<file path="src/rtl/i2c_regport_pkg.sv">
package i2c_regport_pkg;

  typedef enum logic [2:0] {
    ST_IDLE,
    ST_ADDR,
    ST_SUBH,
    ST_SUBL,
    ST_WDATA,
    ST_RDATA,
    ST_RWAIT,
    ST_SKIP
  } port_state_e;

endpackage

</file>
<file path="src/rtl/i2c_regport_sync.sv">
module i2c_regport_sync #(
  parameter int STAGES = 2
) (
  input  logic clk,
  input  logic rst_n,
  input  logic scl_i,
  input  logic sda_i,
  output logic scl_lvl,
  output logic sda_lvl,
  output logic scl_rise,
  output logic scl_fall,
  output logic start_det,
  output logic stop_det
);

  // Synchronizer chain, one generate stage per flop
  for (genvar i = 0; i < STAGES; i++) begin : g_stage
    logic scl_q;
    logic sda_q;
    if (i == 0) begin : g_first
      always_ff @(posedge clk or negedge rst_n) begin
        if (!rst_n) begin
          scl_q <= 1'b1;
          sda_q <= 1'b1;
        end else begin
          scl_q <= scl_i;
          sda_q <= sda_i;
        end
      end
    end else begin : g_next
      always_ff @(posedge clk or negedge rst_n) begin
        if (!rst_n) begin
          scl_q <= 1'b1;
          sda_q <= 1'b1;
        end else begin
          scl_q <= g_stage[i-1].scl_q;
          sda_q <= g_stage[i-1].sda_q;
        end
      end
    end
  end

  logic scl_prev, sda_prev;

  assign scl_lvl = g_stage[STAGES-1].scl_q;
  assign sda_lvl = g_stage[STAGES-1].sda_q;

  always_ff @(posedge clk or negedge rst_n) begin
    if (!rst_n) begin
      scl_prev <= 1'b1;
      sda_prev <= 1'b1;
    end else begin
      scl_prev <= scl_lvl;
      sda_prev <= sda_lvl;
    end
  end

  assign scl_rise  = scl_lvl & ~scl_prev;
  assign scl_fall  = ~scl_lvl & scl_prev;
  assign start_det = scl_lvl & scl_prev & sda_prev & ~sda_lvl;
  assign stop_det  = scl_lvl & scl_prev & ~sda_prev & sda_lvl;

endmodule

</file>
<file path="src/rtl/i2c_regport_len_dec.sv">
module i2c_regport_len_dec #(
  parameter int          LEN_W    = 3,
  parameter logic [15:0] A_END    = 16'h0400,
  parameter int          A_LEN    = 4,
  parameter logic [15:0] B_END    = 16'h0800,
  parameter int          B_LEN    = 5,
  parameter logic [15:0] C_END    = 16'h0900,
  parameter int          C_LEN    = 2,
  parameter logic [15:0] D_END    = 16'h0A00,
  parameter int          D_LEN    = 1,
  parameter int          TAIL_LEN = 3
) (
  input  logic [15:0]      addr,
  output logic [LEN_W-1:0] len
);

  always_comb begin
    if (addr < A_END)      len = LEN_W'(A_LEN);
    else if (addr < B_END) len = LEN_W'(B_LEN);
    else if (addr < C_END) len = LEN_W'(C_LEN);
    else if (addr < D_END) len = LEN_W'(D_LEN);
    else                   len = LEN_W'(TAIL_LEN);
  end

endmodule

</file>
<file path="src/rtl/i2c_regport.sv">
module i2c_regport #(
  parameter int MAX_BYTES   = 5,
  parameter int SYNC_STAGES = 2
) (
  input  logic                   clk,
  input  logic                   rst_n,
  input  logic [6:0]             dev_addr,
  input  logic                   scl_i,
  input  logic                   sda_i,
  output logic                   sda_oe,
  output logic                   wr_valid,
  output logic [15:0]            wr_addr,
  output logic [8*MAX_BYTES-1:0] wr_data,
  output logic                   rd_req_valid,
  output logic [15:0]            rd_req_addr,
  input  logic                   rd_rsp_valid,
  input  logic [8*MAX_BYTES-1:0] rd_rsp_data
);
  import i2c_regport_pkg::*;

  localparam int DATA_W = 8 * MAX_BYTES;
  localparam int LEN_W  = $clog2(MAX_BYTES + 1);

  logic scl_lvl, sda_lvl, scl_rise, scl_fall, start_det, stop_det;

  i2c_regport_sync #(.STAGES(SYNC_STAGES)) u_sync (
    .clk       (clk),
    .rst_n     (rst_n),
    .scl_i     (scl_i),
    .sda_i     (sda_i),
    .scl_lvl   (scl_lvl),
    .sda_lvl   (sda_lvl),
    .scl_rise  (scl_rise),
    .scl_fall  (scl_fall),
    .start_det (start_det),
    .stop_det  (stop_det)
  );

  port_state_e       state;
  logic [3:0]        bit_cnt;
  logic [7:0]        rx_sr, tx_sr;
  logic [15:0]       sub_addr;
  logic [LEN_W-1:0]  byte_idx, word_len, last_idx;
  logic [DATA_W-1:0] wbuf, rbuf, wnext;
  logic              tx_go;
  logic              rx_phase, active;

  i2c_regport_len_dec #(.LEN_W(LEN_W)) u_len (
    .addr (sub_addr),
    .len  (word_len)
  );

  assign last_idx = word_len - LEN_W'(1);
  assign wnext    = {wbuf[DATA_W-9:0], rx_sr};
  assign rx_phase = (state == ST_ADDR) || (state == ST_SUBH) ||
                    (state == ST_SUBL) || (state == ST_WDATA);
  assign active   = rx_phase || (state == ST_RDATA);

  always_ff @(posedge clk or negedge rst_n) begin
    if (!rst_n) begin
      state        <= ST_IDLE;
      bit_cnt      <= '0;
      rx_sr        <= '0;
      tx_sr        <= '0;
      sub_addr     <= '0;
      byte_idx     <= '0;
      wbuf         <= '0;
      rbuf         <= '0;
      tx_go        <= 1'b0;
      sda_oe       <= 1'b0;
      wr_valid     <= 1'b0;
      wr_addr      <= '0;
      wr_data      <= '0;
      rd_req_valid <= 1'b0;
      rd_req_addr  <= '0;
    end else begin
      wr_valid     <= 1'b0;
      rd_req_valid <= 1'b0;
      if (rd_rsp_valid)
        rbuf <= rd_rsp_data << (8 * (MAX_BYTES - int'(word_len)));

      if (start_det || stop_det) begin
        state    <= start_det ? ST_ADDR : ST_IDLE;
        bit_cnt  <= '0;
        sda_oe   <= 1'b0;
        byte_idx <= '0;
        wbuf     <= '0;
        tx_go    <= 1'b0;
      end else if (scl_rise && active) begin
        if (bit_cnt < 4'd8) begin
          if (rx_phase) rx_sr <= {rx_sr[6:0], sda_lvl};
          bit_cnt <= bit_cnt + 4'd1;
        end else if (bit_cnt == 4'd8) begin
          bit_cnt <= 4'd9;
          // host acknowledge slot of a transmitted byte
          if (state == ST_RDATA && !tx_go) begin
            if (!sda_lvl) begin
              tx_go <= 1'b1;
              if (byte_idx == last_idx) begin
                byte_idx     <= '0;
                sub_addr     <= sub_addr + 16'd1;
                rd_req_valid <= 1'b1;
                rd_req_addr  <= sub_addr + 16'd1;
              end else begin
                byte_idx <= byte_idx + LEN_W'(1);
              end
            end else begin
              state <= ST_RWAIT;
            end
          end
        end
      end else if (scl_fall && active) begin
        if (bit_cnt >= 4'd1 && bit_cnt <= 4'd7) begin
          if (state == ST_RDATA) sda_oe <= ~tx_sr[3'd7 - bit_cnt[2:0]];
        end else if (bit_cnt == 4'd8) begin
          case (state)
            ST_ADDR: begin
              if (rx_sr[7:1] == dev_addr) begin
                sda_oe <= 1'b1;
                if (rx_sr[0]) begin
                  state        <= ST_RDATA;
                  tx_go        <= 1'b1;
                  byte_idx     <= '0;
                  rd_req_valid <= 1'b1;
                  rd_req_addr  <= sub_addr;
                end else begin
                  state <= ST_SUBH;
                end
              end else begin
                state <= ST_SKIP;
              end
            end
            ST_SUBH: begin
              sda_oe         <= 1'b1;
              sub_addr[15:8] <= rx_sr;
              state          <= ST_SUBL;
            end
            ST_SUBL: begin
              sda_oe        <= 1'b1;
              sub_addr[7:0] <= rx_sr;
              byte_idx      <= '0;
              wbuf          <= '0;
              state         <= ST_WDATA;
            end
            ST_WDATA: begin
              sda_oe <= 1'b1;
              if (byte_idx == last_idx) begin
                wr_valid <= 1'b1;
                wr_addr  <= sub_addr;
                wr_data  <= wnext;
                wbuf     <= '0;
                byte_idx <= '0;
                sub_addr <= sub_addr + 16'd1;
              end else begin
                wbuf     <= wnext;
                byte_idx <= byte_idx + LEN_W'(1);
              end
            end
            ST_RDATA: sda_oe <= 1'b0;
            default: ;
          endcase
        end else if (bit_cnt == 4'd9) begin
          bit_cnt <= '0;
          if (state == ST_RDATA && tx_go) begin
            tx_sr  <= rbuf[DATA_W-1 -: 8];
            rbuf   <= rbuf << 8;
            sda_oe <= ~rbuf[DATA_W-1];
            tx_go  <= 1'b0;
          end else begin
            sda_oe <= 1'b0;
          end
        end
      end
    end
  end

endmodule

</file>
<file path="config.mk">
export PLATFORM = sky130hd
export DESIGN_NAME = i2c_regport
export DESIGN_NICKNAME = d
export VERILOG_FILES = /design/src/rtl/i2c_regport_pkg.sv /design/src/rtl/i2c_regport_sync.sv /design/src/rtl/i2c_regport_len_dec.sv /design/src/rtl/i2c_regport.sv
export SDC_FILE = /design/constraint.sdc
export NUM_CORES = 1
export LEC_CHECK = 0
export BUFFER_PORTS_ARGS = -buffer_cell sky130_fd_sc_hd__clkbuf_2
export CAP_MARGIN = 20
export CORE_UTILIZATION = 58
export DETAILED_ROUTE_END_ITERATION = 16
export PLACE_DENSITY = 0.85
export SLEW_MARGIN = 20
export SYNTH_ARGS = -nofsm -noshare
export SYNTH_HDL_FRONTEND = slang
export SYNTH_HIERARCHICAL = 1
export SYNTH_SLANG_ARGS = --single-unit
</file>
<file path="constraint.sdc">
create_clock -name clk -period 3.75 [get_ports clk]
set_input_delay 0.75 -clock clk [delete_from_list [all_inputs] [get_ports clk]]
set_output_delay 0.75 -clock clk [all_outputs]
set_load 0.02 [all_outputs]
</file>
# After elaboration in Yosys (flattened, before gate mapping)

Index checks and enable logic that the tools add are counted.

Add/sub/neg operators: 6
Reductions and logical operators: 40
Muxes and demuxes: 121
Bitwise logic cells: 17
Shifts and indexed selects: 1
Magnitude comparators: 8
Eq/ne operators: 32

Operators by type and width:

| cell                                                   | count |
|---|---|
| two-way mux 16 bit                                     | 21 |
| two-way mux 40 bit                                     | 8 |
| two-way mux 32 bit                                     | 6 |
| two-way mux 3 bit                                      | 26 |
| one-hot mux 32 bit (2 select lines)                    | 1 |
| < comparator 16 x 12 -> 1 bit (second input constant)  | 3 |
| two-way mux 1 bit                                      | 44 |
| << shifter 40 x 32 -> 40 bit                           | 1 |
| two-way mux 4 bit                                      | 8 |
| one-hot mux 8 bit (2 select lines)                     | 2 |
| AND reduction 11 bit                                   | 2 |
| AND reduction 7 bit                                    | 3 |
| nonzero test 3 bit                                     | 7 |
| one-hot mux 3 bit (3 select lines)                     | 2 |
| adder 16 x 1 -> 16 bit (second input constant)         | 1 |
| < comparator 16 x 11 -> 1 bit (second input constant)  | 1 |
| AND reduction 8 bit                                    | 2 |
| inequality test 3 x 2 -> 1 bit (second input constant) | 4 |
| inequality test 3 bit (second input constant)          | 4 |
| nonzero test 2 bit                                     | 6 |
| inequality test 2 bit (second input constant)          | 5 |
| inverter 1 bit                                         | 10 |
| AND reduction 5 bit                                    | 2 |
| nonzero test 5 bit                                     | 2 |
| other kinds (34)                                       | 54 |

Flip-flop bits (word level): 196
Input bits: 52

# Logic depth before layout (Yosys ltp)

Gate-level depths: netlist (run 1).

Word-level depth: 15
Mapped depth: 12

# Modules after synthesis

Netlist (run 1), hierarchy kept.

Modules (own cells, without submodules):

| module              | seq. area each (µm²) | times used | cells an instance | area each (µm²) |
|---|---|---|---|---|
| i2c_regport         | 4,754.6              | 1          | 874               | 9,658.0 |
| i2c_regport_sync    | 157.7                | 1          | 10                | 190.2 |
| i2c_regport_len_dec | 0.0                  | 1          | 7                 | 47.5 |

# Worst setup path after synthesis (run 1)

No wires, ideal clock.

Path kind: reg2reg
Start point: reg sub_addr[14]
End point: reg rd_req_addr[10]
Library setup time: 0.125 ns
Path slack: 0.337 ns
Period minus slack after synthesis: 3.413 ns
Arrival time: 3.288 ns
Cell stages (with the launch flop): 13
Cells stage by stage: dfrtp_1 -> nor4_2 -> nand3b_1 -> buf_2 -> inv_1 -> ha_1 -> xor3_1 -> or3_1 -> buf_2 -> or3_4 -> a211oi_4 -> buf_8 -> mux2_4

Elaborated cells between the ends (all ways): 12
Those cells by class: add/sub: 1; order compare: 4; eq/ne: 2; mux: 4; reduce/logical: 1

RTL lines:

| item                                                | line                      | source |
|---|---|---|
| from (decl)                                         | i2c_regport.sv:42         | `logic [15:0] sub_addr;` |
| from (signal assigned)                              | i2c_regport.sv:101        | `sub_addr <= sub_addr + 16'd1;` |
| from (signal assigned)                              | i2c_regport.sv:135        | `sub_addr[15:8] <= rx_sr;` |
| from (signal assigned)                              | i2c_regport.sv:153        | `sub_addr <= sub_addr + 16'd1;` |
| < comparator 16 x 12 -> 1 bit                       | i2c_regport_len_dec.sv:20 | `else if (addr < C_END) len = LEN_W'(C_LEN);` |
| two-way mux 3 bit                                   | i2c_regport_len_dec.sv:20 |  |
| two-way mux 3 bit                                   | i2c_regport_len_dec.sv:19 | `else if (addr < B_END) len = LEN_W'(B_LEN);` |
| two-way mux 3 bit (*)                               | i2c_regport_len_dec.sv:18 | `if (addr < A_END) len = LEN_W'(A_LEN);` |
| via word_len[0]                                     | i2c_regport.sv:43         | `logic [LEN_W-1:0] byte_idx, word_len, last_idx;` |
| subtractor 3 x 1 -> 3 bit (*)                       | i2c_regport.sv:53         | `assign last_idx = word_len - LEN_W'(1);` |
| equality test 3 bit (*)                             | i2c_regport.sv:99         | `if (byte_idx == last_idx) begin` |
| inequality test 2 x 1 -> 1 bit (no source line) (*) | -                         |  |
| AND reduction 11 bit (no source line) (*)           | -                         |  |
| to (signal assigned)                                | i2c_regport.sv:103        | `rd_req_addr <= sub_addr + 16'd1;` |
| to (signal assigned)                                | i2c_regport.sv:125        | `rd_req_addr <= sub_addr;` |
| to (decl)                                           | i2c_regport.sv:15         | `output logic [15:0] rd_req_addr,` |

The timed path passes the listed nets; every way through them passes the cells marked *.
A chain may end at the register's enable or synchronous reset.

# Worst setup path after layout (run 1)

Start point: reg sub_addr[14]
End point: reg wr_data[8]

Elaborated cells between the ends (all ways): 11
Those cells by class: add/sub: 1; order compare: 4; eq/ne: 1; mux: 4; reduce/logical: 1

RTL lines:

| item                                     | line                      | source |
|---|---|---|
| < comparator 16 x 12 -> 1 bit            | i2c_regport_len_dec.sv:20 |  |
| two-way mux 3 bit                        | i2c_regport_len_dec.sv:20 |  |
| two-way mux 3 bit                        | i2c_regport_len_dec.sv:19 |  |
| two-way mux 3 bit (*)                    | i2c_regport_len_dec.sv:18 |  |
| via word_len[0]                          | i2c_regport.sv:43         |  |
| subtractor 3 x 1 -> 3 bit (*)            | i2c_regport.sv:53         |  |
| equality test 3 bit (*)                  | i2c_regport.sv:147        | `if (byte_idx == last_idx) begin` |
| AND reduction 7 bit (no source line) (*) | -                         |  |
| to (signal assigned)                     | i2c_regport.sv:150        | `wr_data <= wnext;` |
| to (decl)                                | i2c_regport.sv:13         | `output logic [8*MAX_BYTES-1:0] wr_data,` |

Marked as above.

==> results of run 1 <==
final cells by class:
type / instances / area, sq um
Multi-Input combinational cell: 608 / 4642
Clock buffer: 17 / 425.4
Sequential cell: 196 / 4912
Clock inverter: 15 / 212.7
Fill cell: 1185 / 5185
Tap cell: 220 / 275.3
Inverter: 24 / 90.09
Timing Repair Buffer: 154 / 899.6
registers in the layout, summed over array words and instances, names as in the netlist, 3 cells and up:
register and flops:
tx_sr 8, state 3, rd_req_addr 16, byte_idx 3
sub_addr 16, wbuf 32, wr_addr 16, wr_data 40
bit_cnt 4, rx_sr 8, rbuf 40
cells in the final DEF, fill, tap and decap left out, types with 8 or more instances in the layout:
cell type / n
nor2_1: 72
buf_4: 24
nand4_1: 12
mux2_4: 10
xnor2_1: 23
dfrtp_1: 190
a22oi_1: 41
clkbuf_2: 125
clkbuf_16: 17
a22o_1: 34
a222oi_1: 8
nor2b_1: 16
mux2i_1: 18
ha_1: 8
inv_1: 24
o221ai_1: 10
nand2_1: 25
o21ai_0: 20
nor3_1: 18
o21a_1: 9
o22ai_1: 10
nand3_1: 20
mux2_2: 95
o32ai_1: 8
a21oi_1: 44
metal layers:
layer | vias up | global-route usage (%)
met3 | 79 | 5.287
met1 | 3949 | 39.38
met2 | 394 | 46.81
met4 | 0 | 12.90
li1 | 3572 | -
met5 | - | 0
cells by family (layout without fill, tap and decap cells):
kind of cell | count (synthesis) | count (layout)
fa+ha+maj | 8 | 8
compound gates | 237 | 237
flops | 196 | 196
xor+xnor | 28 | 28
buf+inv | 87 | 210
simple gates | 210 | 210
mux | 125 | 125
power by group through the flow:
stage          Clock, mW  Combinational, mW  Sequential, mW
6_report            1.91              0.829            2.47
3_5_place_dp           0              0.812            2.50
2_1_floorplan          0              0.598            2.39
3_3_place_gp           0              0.778            2.49
5_1_grt             2.01              0.917            2.48
4_1_cts             1.92              0.820            2.46
Yosys cell counts, drive strengths merged, types with 6 or more instances:
| cell | count |
|---|---|
| a21oi | 44 |
| a222oi | 8 |
| a22o | 34 |
| a22oi | 41 |
| a2bb2oi | 7 |
| buf | 22 |
| clkbuf | 41 |
| dfrtp | 190 |
| dfstp | 6 |
| ha | 8 |
| inv | 24 |
| mux2 | 105 |
| mux2i | 18 |
| nand2 | 25 |
| nand3 | 20 |
| nand4 | 12 |
| nor2 | 72 |
| nor2b | 16 |
| nor3 | 19 |
| nor3b | 6 |
| nor4 | 9 |
| o21a | 9 |
| o21ai | 21 |
| o221ai | 10 |
| o22ai | 10 |
| o32ai | 8 |
| xnor2 | 23 |
worst max-delay path: stages (launching register included):
cell and delay [ns]:
dfrtp_1 0.44, nor4_2 0.42, nand3b_1 0.15, inv_1 0.13
ha_1 0.15, xor3_1 0.40, or3_1 0.34, buf_4 0.17
nor4_2 0.33, buf_12 0.32, mux2_2 0.38
per-stage QoR:
step           total power [mW]  cell area (sq um)  utilization (%)  instances  hold slack, ns
2_1_floorplan             2.988               9896                -        891          0.3452
3_5_place_dp              3.309              10820            65.01       1202          0.3536
6_report                  5.201              11460            68.84       1234          0.3637
5_1_grt                   5.404              11460            68.84       1234          0.3685
3_3_place_gp              3.264              10820            65.01       1202          0.3476
4_1_cts                   5.201              11460            68.84       1234          0.3647
how the worst min path moves through the flow:
stage	end	slack (ns)	depth (start not counted)
floorplan	u_sync/scl_lvl	0.35	0
global placement	u_sync/scl_lvl	0.35	0
detailed placement	u_sync/sda_lvl	0.35	0
CTS	u_sync/scl_lvl	0.36	0
global route	u_sync/scl_lvl	0.37	0
finish	u_sync/scl_lvl	0.36	0
==> run summary, run 1 <==
When the netlist entered floorplanning its net count stood at 951. In the routed design, unresolved DRC markers number 0. After floorplanning, the core was sized to cover 16640 sq um. From bottom edge to top edge, the die measures 132.6 um. In this run the worst setup path terminates at wr_data[8]. Static timing analysis puts the maximum clock frequency at 290.2 MHz.

The logs give 10.38 mm for the met1 layer wirelength in the final routing and 2 for the buffer levels on the longest clock path. For this configuration, the core starts out at a cell density of 59.46%. Counting the buffers created by CTS gives 17.

Counting I/O delays and the setup requirement, the final critical path takes 3.446 ns. The largest net degree at the start of global routing is 104, and the share of cells above drive strength 1 is 30.67%. The flow ran to the end, and the final reports show no timing, DRC or antenna violations. Register area share after synthesis: 49.64%. Combinational cells account for 15.9% of the total power. Antenna cell count: 0.

Global-route wire length before repair: 40.93 mm. The switching power came out at 1.601 mW. Final number of hold-violating endpoints: 0.

The logs give 0.01425 ns for the final worst clock skew and 0.3443 mV for the maximum vdd drop. Of the post-synthesis cell area, the dominant cell type holds 48.05%. The Yosys step of the flow raised 6 warnings. The number of top-level pins was 127. Clock-pin slew was measured on the worst setup and hold paths at 0.07 ns. After synthesis, the netlist uses 71 different library cells.

The worst register-to-register path ends at wr_data[8]. Clock latency on the worst-skew pair, taken at its later pin, is 0.45 ns. The run gives 0 ns as the total negative setup slack.

Row generation in the floorplan step produced 47 rows. For flop-to-flop paths, the worst setup slack is 0.30 ns. Kind of launch point of the worst setup path: a flop. Ranked by total cell area, the synthesized netlist is headed by dfrtp_1 48%, mux2_2 11%, a22oi_1 3.1%, a22o_1 3.0%, nor2_1 2.7%.

The synthesized netlist occupies a cell area of 9896 sq um. Summed over all layers, the global routing overflow is 0. Clock tree root buffer cell: clkbuf_16.

Startpoint-to-endpoint class of the critical path: flop to flop. The worst hold path class is flop to flop. The tools report the total number of nets in the final design as 1061. Hold path startpoint: u_sync/g_stage[0].scl_q. Summing the areas of all and, or, nand and nor instances in the mapped netlist gives 10.87% of the synthesized area. For the initial antenna violation count, the log shows 0. In the global route stage, overall resource usage came out at 29.31%. The data required time at the worst endpoint came out at 4.07 ns. Setup repair after global routing left no endpoint under its margin.

For this design the static power due to leakage is 5.354 nW. The worst register-to-register path begins at sub_addr[14]. Buffers placed on the I/O ports in this run total 126. The slew at the pin with the worst max-slew slack was 1.012 ns. The average detailed-routed wire length per instance is 20.00 um, and the number of buffers added for setup after CTS is 0.

The detailed-route via count was 7994; the hold-fix buffer count after cts was 0. After synthesis, the share of cell area in mux cells is 14.60%. The die is 132.6 um wide. The clock tree synthesis step divided the H-tree into 4 levels. The part of the cycle the worst path needs is 91.89%.

For this run, the leading register cell type out of synthesis is dfrtp_1. The fraction of registers with async set/reset is 100.0%, and the gate count of the mapped netlist is 891. The tools report the number of iterations in the first detailed-routing pass as 5. For the number of pins with negative max-slew slack in the final report, the log shows 0. The biggest area contributor in the post-synthesis netlist is dfrtp_1. The power density relative to cell area works out to 453.9 nW/um^2.

At the end of routability-driven placement, the weighted congestion stood at 0.9239. The via density per instance was 6.478; the number of max-capacitance violations reported was 0. Headroom to the max-slew limit came out at 31.60%. TritonCTS built the clock tree. The worst path setup slack after routing came out at 0.3043 ns.

In this run, the number of DRC markers left after iteration 0 of detailed routing was 643. The share of total power consumed by net switching came out at 30.78%. Cell internal power was estimated by the tool at 3.600 mW. Setup violations remaining at the end of the flow were counted as 0. The detailed route wirelength on metal3 is 1.722 mm, and the area overhead of the layout relative to synthesis is 15.78%. Of all nets on the critical path, the largest fanout is 57. The worst setup slack before clock tree synthesis is 0.3557 ns. For the proportion of power drawn by flip-flops and latches, the log shows 47.4%. The launch point of the critical path was sub_addr[14]. Counting flops and latches in the post-synthesis netlist gives 196. The highest metal layer carrying signal wires in the routed design is met4. The tools report the post-cts resize count as 0. Number of global-route vias before repair: 7916. The clock sink count came out at 196.

After detailed routing, the total wire length is 24.68 mm. The relative contribution of the clock network to total power was 36.6%; the mean cell area of the mapped netlist was 11.11 sq um. The count of nets left with antenna violations once routing finished came out at 0. Yosys mapped a number of flops with a built-in enable equal to 0.

The run gives 3.77 ns as the signal arrival time at the worst endpoint. The die footprint was 17590 sq um; the adder-cell share of the synthesized area was 1.012%. Counting cells, the worst reg-to-reg path comes to 10.

Summed over all nets, wire length on met2 after detailed routing comes to 11.79 mm. Main combinational cell family by area after synthesis: compound AO/OA/AOI/OAI gates. The detailed placement HPWL was 16.57 mm. The post-synthesis share of cell area spent on xor and xnor gates is 2.630%. The element type at the critical path end was a flop.

The synthesized-area fraction occupied by ao, oa, aoi and oai cells is 17.61%.
No activity file was read; power rests on OpenSTA's default activity.
==> run 2, diff against run 1 <==
--- a/config.mk
+++ b/config.mk
@@ -7,5 +7,4 @@
 export LEC_CHECK = 0
 export BUFFER_PORTS_ARGS = -buffer_cell sky130_fd_sc_hd__clkbuf_2
-export CAP_MARGIN = 20
 export CORE_UTILIZATION = 58
 export DETAILED_ROUTE_END_ITERATION = 16
==> constraint.sdc (replaced) <==
create_clock -name clk -period 3.75 [get_ports clk]
set_input_delay 0.375 -clock clk [delete_from_list [all_inputs] [get_ports clk]]
set_output_delay 0.375 -clock clk [all_outputs]
set_load 0.02 [all_outputs]
==> run 2 against run 1 <==
Net effect:
- the run now ends with negative hold slack left
- critical path depth did not move
- total power shrank 1.2%
- wire length shrank 4.4%
- via count down 1.9%
- die area did not move
- worst setup slack got worse by 0.073 ns
- sequential cell count did not move
- utilization hardly changed
- count of clock-buffer cells in the layout did not move
- critical path type unchanged
- largest cell class unchanged
==> run summary, run 2 (synthesized netlist as in run 1, its figures left out) <==
The run finished, with violations left. The final reports fail on negative hold slack. From bottom edge to top edge, the die measures 132.6 um. The tools report the met2 wire length as 11.19 mm. The library cells used most frequently in the layout, excluding fill and tap cells, are 190 x dfrtp_1, 125 x clkbuf_2, 95 x mux2_2. The logs give 0 for the number of pins with negative max-slew slack in the final report and 36.42% for the remaining max-slew budget at the tightest pin.

The library cell used most frequently in the layout, excluding fill and tap cells, is dfrtp_1. In this run, the number of DRC markers left after iteration 0 of detailed routing was 581. The run gives 0 as the number of max-capacitance violations reported. Timing would allow up to 284.2 MHz. The placed instances occupy a cell area of 10810 sq um. The total global routing overflow is 0. The cell type group with the largest total delay on the critical path is simple AND/OR/NAND/NOR gates. The peak fanout along the critical path was 57; the post-cts resize count was 0.

Final number of hold-violating endpoints: 18. Of the total power, the share spent switching nets is 31.03%. In the routed design, unresolved DRC markers number 0. The logs give 16640 sq um for the core box area and 48.0% for the proportion of power drawn by flip-flops and latches. For this block, wires on met1 add up to 10.13 mm.

Startpoint-to-endpoint class of the critical path: flop to flop. For the worst setup path, the data required time is 4.07 ns. For this design, the sink count on the clock tree is 196. Counting I/O delays and the setup requirement, the final critical path takes 3.519 ns. Setup repair after global routing left no endpoint under its margin. The signal on the critical path passes through nor4_2 > nand3b_1 > inv_1 > ha_1 > xor3_1 > or3_1 > buf_4 > nor4_2 > buf_12 > mux2_2.

For the worst-skew pair, the clock arrives at the later sink with an insertion delay of 0.45 ns. Element type at the critical path end: a flop. In this run, post-CTS hold repair placed 0 buffers.

In the global route stage, overall resource usage came out at 27.88%. The clock tree synthesis step divided the H-tree into 4 levels. Initial antenna violation count: 0. The number of placed instances, taps included, is 1201. For the number of fill cells in the layout, the log shows 1196. For the worst setup path, the data arrival time is 3.84 ns. The cell sitting at the root of the clock tree is a clkbuf_16. The worst setup path is launched from a flop. For the final worst clock skew, the log shows 0.01390 ns. The die covers 17590 sq um.

Per report_power, the clock group accounts for 36.1% of the total. Highest-delay cell along the critical path: dfrtp_1. For the number of global-route vias before repair, the log shows 7399. The largest registers in the layout are rbuf (40), wr_data (40), wbuf (32). The detailed placement HPWL came out at 16.13 mm. In this design, the stage delay of the slowest critical-path cell is 0.45 ns. The finished cells cover 11460 sq um. The most used cell along the critical path is nor4_2. The via density per instance is 6.351, and the global-route wire length before repair is 38.85 mm. The TritonCTS buffer count was 17; the share of cells above drive strength 1 was 30.54%. The area overhead of the layout relative to synthesis was 15.77%; the number of iterations in the first detailed-routing pass was 6. At the pin with the least slew margin, the transition time is 0.9404 ns.

TritonCTS built the clock tree. In this run the worst hold path is classified as primary input to asynchronous set/reset pin. The run gives 3.544 mW as the internal power of the cells. The buffer levels on the longest clock path came out at 2. The highest metal layer with signal wires is met4.

Setup violations remaining at the end of the flow were counted as 0. Power spread over the standard cell area amounts to 448.5 nW/um^2. Clock-pin slew was measured on the worst setup and hold paths at 0.08 ns. The average detailed-routed wire length per instance came out at 19.10 um. Buffers added to address setup during post-CTS repair amount to 0. Number of standard cells in the layout, taps in and fillers out: 1235.

The logs give 1.595 mW for the switching power and 5.351 nW for the cell leakage power. For the final routed database, the setup TNS stands at 0 ns. The effective utilization at floorplan was 59.46%; the combinational power share was 15.9%. The final layout contains routed wiring with a total length of 23.59 mm.

The detailed-route via count was 7843. The run gives 127 as the number of top-level pins. At the end of routability-driven placement, the weighted congestion stood at 0.9130. From left edge to right edge, the die measures 132.6 um. Setup slack closes at 0.2315 ns. Together, buffers and inverters on the worst path number 3. The number of port buffers is 126, and the total number of nets in the final design is 1062. The largest net degree at the start of global routing was 95. The maximum vdd drop is 0.3480 mV, and the number of standard-cell rows in the floorplan is 47. OpenSTA, run right after detailed placement, puts the worst setup slack at 0.3601 ns. The routed design uses 1.761 mm of met3 wire. The hold slack was -0.02221 ns. Antenna cell count: 0. In this run the remaining antenna-violating nets after routing total 0. The part of the cycle the worst path needs came out at 93.83%.
## run 2: path summary, 6_finish.rpt
check                                             start             end  slack [ns]  cells past startpoint
worst min register to register  u_sync/g_stage[0].scl_q  u_sync/scl_lvl        0.36                      0
worst max register to register             sub_addr[14]      wr_data[8]        0.23                     10
worst min-delay path                              rst_n        wbuf[30]       -0.02                      1
min in group clk                         rd_rsp_data[1]         rbuf[1]        0.24                      3
worst max-delay path                       sub_addr[14]      wr_data[8]        0.23                     10
max in group asynchronous                         rst_n        rbuf[18]        2.91                      2
## run 2: power groups by stage
stage                     clock, mW  combinational (mW)  sequential, mW
after global placement            0               0.776            2.49
after floorplan                   0               0.598            2.39
final                          1.86               0.817            2.46
after global routing           1.97               0.903            2.48
after CTS                      1.88               0.806            2.46
after detailed placement          0               0.798            2.50
## run 2: routing by layer
layer / vias to the layer above / GRT usage (%)
met2: 384 / 42.78
met3: 48 / 5.900
li1: 3575 / -
met1: 3836 / 39.20
met4: 0 / 10.34
met5: - / 0
## run 2: metrics by stage
stage                     hold WS, ns  power, mW  utilization (%)
after floorplan               0.07941      2.988                -
after global placement         0.3473      3.262            64.96
after detailed placement       0.3535      3.295            64.96
after CTS                    0.002389      5.139            68.72
after global routing          0.03461      5.357            68.84
final                        -0.02221      5.138            68.84
## run 2: area by class of cell
type / count / area [sq um] / area share, %
multi-input cells: 608 / 4642 / 40.52
clock inverters: 15 / 198.9 / 1.737
repair buffers: 155 / 912.1 / 7.962
inverters: 24 / 90.09 / 0.7864
flip-flops and latches: 196 / 4912 / 42.88
well taps: 220 / 275.3 / 2.403
clock buffers: 17 / 425.4 / 3.713
